### src/rtl/trig_match_unit.sv
module trig_match_unit #(
  parameter int NTRIG = 4,
  parameter int XLEN  = 32,
  localparam int IDXW = (NTRIG > 1) ? $clog2(NTRIG) : 1
) (
  input  logic                  clk,
  input  logic                  rst_n,
  input  logic [NTRIG*XLEN-1:0] ctl_bus,
  input  logic [NTRIG*XLEN-1:0] cmp_bus,
  input  logic                  fetch_vld,
  input  logic [XLEN-1:0]       fetch_addr,
  input  logic                  dacc_vld,
  input  logic                  dacc_wr,
  input  logic [XLEN-1:0]       dacc_addr,
  input  logic [1:0]            priv,
  input  logic                  virt_en,
  output logic                  bp_req,
  output logic [IDXW-1:0]       bp_idx
);

  localparam int NORM_BASE = 3;
  localparam int VIRT_BASE = 23;

  logic [NTRIG-1:0] hit_vec, is_old, is_new;
  logic [IDXW-1:0]  low_idx;

  for (genvar i = 0; i < NTRIG; i++) begin : g_trig
    logic [XLEN-1:0] ctl, cmp, norm_sh, virt_sh;
    logic [3:0]      typ;
    logic            mode_on, acc_on, armed, priv_ok, f_hit, d_hit;

    assign ctl = ctl_bus[i*XLEN +: XLEN];
    assign cmp = cmp_bus[i*XLEN +: XLEN];
    assign typ = ctl[XLEN-1 -: 4];
    assign is_old[i] = (typ == 4'd2);
    assign is_new[i] = (typ == 4'd6);

    assign mode_on = ctl[3] | ctl[4] | ctl[6] | (is_new[i] & (ctl[23] | ctl[24]));
    assign acc_on  = |ctl[2:0];
    assign armed   = (is_old[i] | is_new[i]) & mode_on & acc_on;

    assign norm_sh = ctl >> (NORM_BASE + int'(priv));
    assign virt_sh = ctl >> (VIRT_BASE + int'(priv));
    assign priv_ok = virt_en ? (is_new[i] & virt_sh[0]) : norm_sh[0];

    assign f_hit = fetch_vld & ctl[2] & (fetch_addr == cmp);
    assign d_hit = dacc_vld & (dacc_wr ? ctl[1] : ctl[0]) & (dacc_addr == cmp);

    assign hit_vec[i] = armed & priv_ok & (f_hit | d_hit);
  end

  always_comb begin
    low_idx = '0;
    for (int k = NTRIG - 1; k >= 0; k--)
      if (hit_vec[k]) low_idx = IDXW'(k);
  end

  assign bp_req = |hit_vec;

  always_ff @(posedge clk or negedge rst_n)
    if (!rst_n)      bp_idx <= '0;
    else if (bp_req) bp_idx <= low_idx;

  logic [NTRIG-1:0] below_idx;
  assign below_idx = (NTRIG'(1) << bp_idx) - NTRIG'(1);

  AST_REQ_NEEDS_VALID: assert property (@(posedge clk) disable iff (!rst_n)
    bp_req |-> (fetch_vld || dacc_vld));
  AST_OLD_TYPE_VIRT: assert property (@(posedge clk) disable iff (!rst_n)
    virt_en |-> ((hit_vec & is_old) == '0));
  AST_OTHER_TYPES: assert property (@(posedge clk) disable iff (!rst_n)
    ((hit_vec & ~(is_old | is_new)) == '0));
  AST_IDX_HOLD: assert property (@(posedge clk) disable iff (!rst_n)
    !bp_req |=> $stable(bp_idx));
  AST_IDX_IS_HIT: assert property (@(posedge clk) disable iff (!rst_n)
    bp_req |=> ((($past(hit_vec)) >> bp_idx) & NTRIG'(1)) != '0);
  AST_IDX_LOWEST: assert property (@(posedge clk) disable iff (!rst_n)
    bp_req |=> (($past(hit_vec)) & below_idx) == '0);

endmodule

### config.mk
export PLATFORM = sky130hd
export DESIGN_NAME = trig_match_unit
export DESIGN_NICKNAME = d
export VERILOG_FILES = /design/src/rtl/trig_match_unit.sv
export SDC_FILE = /design/constraint.sdc
export NUM_CORES = 1
export LEC_CHECK = 0
export BUFFER_PORTS_ARGS = -buffer_cell sky130_fd_sc_hd__buf_2
export CAP_MARGIN = 15
export CORE_AREA = 3 3 127 129
export CTS_CLUSTER_DIAMETER = 60
export CTS_CLUSTER_SIZE = 28
export DETAILED_ROUTE_END_ITERATION = 7
export DIE_AREA = 0 0 130 132
export PLACE_DENSITY = 0.68
export SYNTH_ARGS = -nofsm -noshare
export SYNTH_HDL_FRONTEND = slang
export SYNTH_SLANG_ARGS = --single-unit
export TNS_END_PERCENT = 30
### constraint.sdc
create_clock -name clk -period 1.3 [get_ports clk]
set_input_delay 0 -clock clk [delete_from_list [all_inputs] [get_ports clk]]
set_output_delay 0 -clock clk [all_outputs]
set_load 0.02 [all_outputs]
==> key figures <==
Worst setup path
  – Worst Setup SP: fetch_addr[6]
  – Kind of critical path: in -> out
  – CP endpoint kind: output pin
  – Crit path max-delay cell type: nor4_2
  – CP Max Fanout: 3
  – Critical Path RT: 1.30 ns
  – RR Startpoint: bp_idx[1]
  – CP cell instances: buf_8, buf_6, xor2_4, nor4_2, buf_4, nand4_1, nor4_2, o21a_1, nor2_1, nand2_2, buf_6
  – Worst Path Arrival: 1.74 ns
  – Startpoint Class: input pin
  – Largest stage delay on the critical path: 0.29 ns

Synthesis
  – Synth cell count leaders: 132 x xor2_1, 116 x xnor2_1, 36 x nor4_1
  – Mapped cell area: 3480 um^2
  – Top-count cell post-synth: xor2_1
  – Synthesized net count: 755
  – Fraction of synthesized area in multiplexers: 5.83%
  – Synth Area in Adders: 0%
  – Top cell type's share of synthesized area: 33.2%
  – Ranking of synthesized cells by area: xor2_1 33%, xnor2_1 29%, nor4_1 6.5%, nand4_1 5.9%, mux4_2 3.2%
  – Flops & latches, synth: 2
  – Yosys cell types: 39
  – Largest family of logic cells by synthesized area: XOR/XNOR gates
  – Syn_area_per_cell: 8.15 um^2
  – Compound-gate portion of the synthesized area: 7.55%
  – Synth Area in Simple Gates: 20.3%
  – Cells after synthesis: 427
  – Post-synth top area cell: xor2_1
  – Post-synth ARST share: 100%
  – EDFF count, synth: 0
  – Sequential-to-total area share from yosys stat: 1.44%
  – Synth warnings: 0
  – Ys flop type: dfrtp_1
  – Synth Area in XOR/XNOR: 62.9%

Global route
  – Busiest grt layer: met2
  – First-pass GRT wire length: 30700 um
  – GR Layer Usage met2: 41.0%
  – Vias in the first global route: 5200
  – Initial antenna violation count: 3
  – Largest net degree at the start of global routing: 7
  – GRT overflow: 0
  – GR Util met1: 31.4%
  – Grt met3 use: 4.58%
  – Total global-route track usage: 24.2%

Routing
  – Via count: 4947
  – Detailed Route Iter0 Violations: 380
  – Detail Route Antenna Nets: 0
  – WL final: 22000 um
  – WL/cell: 21.4 um
  – TritonRoute pass-1 iters: 4
  – Residual DRC count: 0
  – Vias per inst: 4.82

Power and ir drop
  – Seq pwr share: 2.2%
  – Peak VDD IR: 0.000245 V
  – Combinational share of power: 81.6%
  – Leakage: 3.16 nW
  – Power per Cell Area: 427 nW/um^2
  – Pint: 1.65 mW
  – Switch Pwr: 1.25 mW
  – Clock power frac: 16.2%
  – Sw Ratio: 43.2%

STA
  – Slew @ Worst Pin: 0.800 ns
  – Worst slew margin: 46.0%
  – Final setup skew: 0 ns
  – RSZ-0062 raised after global routing: yes
  – Fmax: 0.575 GHz
  – Final setup vio count: 3
  – Slew Viols, Final: 0
  – Setup TNS: -1.18 ns
  – Period utilization: 134%
  – Final Hold Fails: 0
  – Worst Slack Setup Final: -0.439 ns
  – Crit path time final: 1.74 ns

Clock tree
  – CTS root buf: clkbuf_16
  – H-tree levels: 1
  – Reg clk slew, reported paths: 0.03 ns
  – Bufs on Longest Clock Path: 2
  – Later-pin clock latency in the skew report: 0.22 ns
  – CTS tree: yes
  – CTS sink cnt: 2
  – CTS Buf Count: 3

Finish
  – Ant diodes: 0
  – Top reg by flops: bp_idx
  – Multi-input gate area: 3820 um^2
  – Layout cell share with drive strength beyond 1: 58.3%
  – Fillers: 1516
  – Top flop regs: bp_idx: 2 flops
  – Register area: 50.0 um^2
  – Final Net Count: 1169
  – Max reg flops: 2
  – Synthesis-to-layout area growth: 95.0%

Floorplan
  – Core Area: 15100 um^2
  – Initial Util: 23.0%
  – Die H: 132 um
  – Die width: 130 um
  – Rows: 45
  – Area of the die: 17200 um^2
  – # IOs: 331

Place
  – Detailed placement HPWL: 19900 um
  – PortBufs: 262
  – Final Wtd Congestion: 0.984
  – Pre-CTS WS: -0.622 ns

Job
  – Max cap viols: 0

Outcome
  – Failing checks: setup timing
  – Status: complete, but fails checks

Min path
  – Hold Crit Class: in -> async
metrics by stage:
step / hold WS (ns) / std cells / instance area, um^2 / total power, mW / utilization (%)
finish: 0.0991 / 1027 / 6780 / 2.90 / 44.8
global route: 0.0954 / 1027 / 6780 / 3.05 / 44.8
CTS: 0.111 / 1025 / 6290 / 2.71 / 41.5
detailed placement: -0.209 / 1017 / 6090 / 2.19 / 40.2
global placement: -0.211 / 1017 / 6090 / 2.19 / 40.2
floorplan: -0.296 / 427 / 3490 / 0.854 / -
worst paths after layout:
kind                             end  slack (ns)  cells past startpoint
min                        bp_idx[1]         0.1                      2
max reg2reg                bp_idx[1]        0.49                      1
min reg2reg                bp_idx[1]        0.54                      1
max in group asynchronous  bp_idx[0]        1.10                      2
max                           bp_req       -0.44                     11
min in group clk           bp_idx[0]        0.47                      7
cells in the final DEF, fill, tap and decap left out, types with 9 or more instances in the layout:
master,instances
buf_2,247
buf_4,148
buf_6,13
inv_1,9
mux2i_1,9
nand4_1,33
nor4_1,20
nor4_2,16
xnor2_1,89
xnor2_2,27
xor2_1,127
cell type report:
cell class | instances | area share [%]
Tap cell | 188 | 3.47
Multi-Input combinational cell | 411 | 56.4
Clock buffer | 3 | 1.11
Inverter | 9 | 0.498
Sequential cell | 2 | 0.738
Timing Repair Buffer | 414 | 37.8
power groups by stage:
stage	clock network, mW	registers, mW	logic (mW)
floorplan	0	0.0634	0.791
global placement	0	0.0634	2.13
detailed placement	0	0.0634	2.13
CTS	0.475	0.0627	2.17
global route	0.487	0.0627	2.50
finish	0.470	0.0627	2.36
metal layers:
| metal | wire [um] | up-vias |
|---|---|---|
| li1 | - | 2351 |
| met1 | 9090 | 2315 |
| met2 | 10600 | 237 |
| met3 | 1760 | 38 |
| met4 | 544 | 6 |
| met5 | 22 | - |
logic make-up after synthesis:
group                     count (synthesis)
AOI/OAI and AO/OA                        34
muxes                                    14
xor gates and xnor gates                249
DFF                                       2
and+or+nand+nor                         114
buffers and inverters                    14
worst max-delay path: cells and delay by family:
family          cells  cell delay, ns
simple gates        5            0.83
buf+inv             4            0.50
compound gates      1            0.22
xor+xnor            1            0.18
repair_timing:
action	CTS	global route
endpoints found under the setup margin	3	3
resized for setup	14	90
hold buffers	1	0
pin swaps	9	51
endpoints found under the hold margin	2	0
setup buffers	4	3
Power figures use the tool's default switching activity.
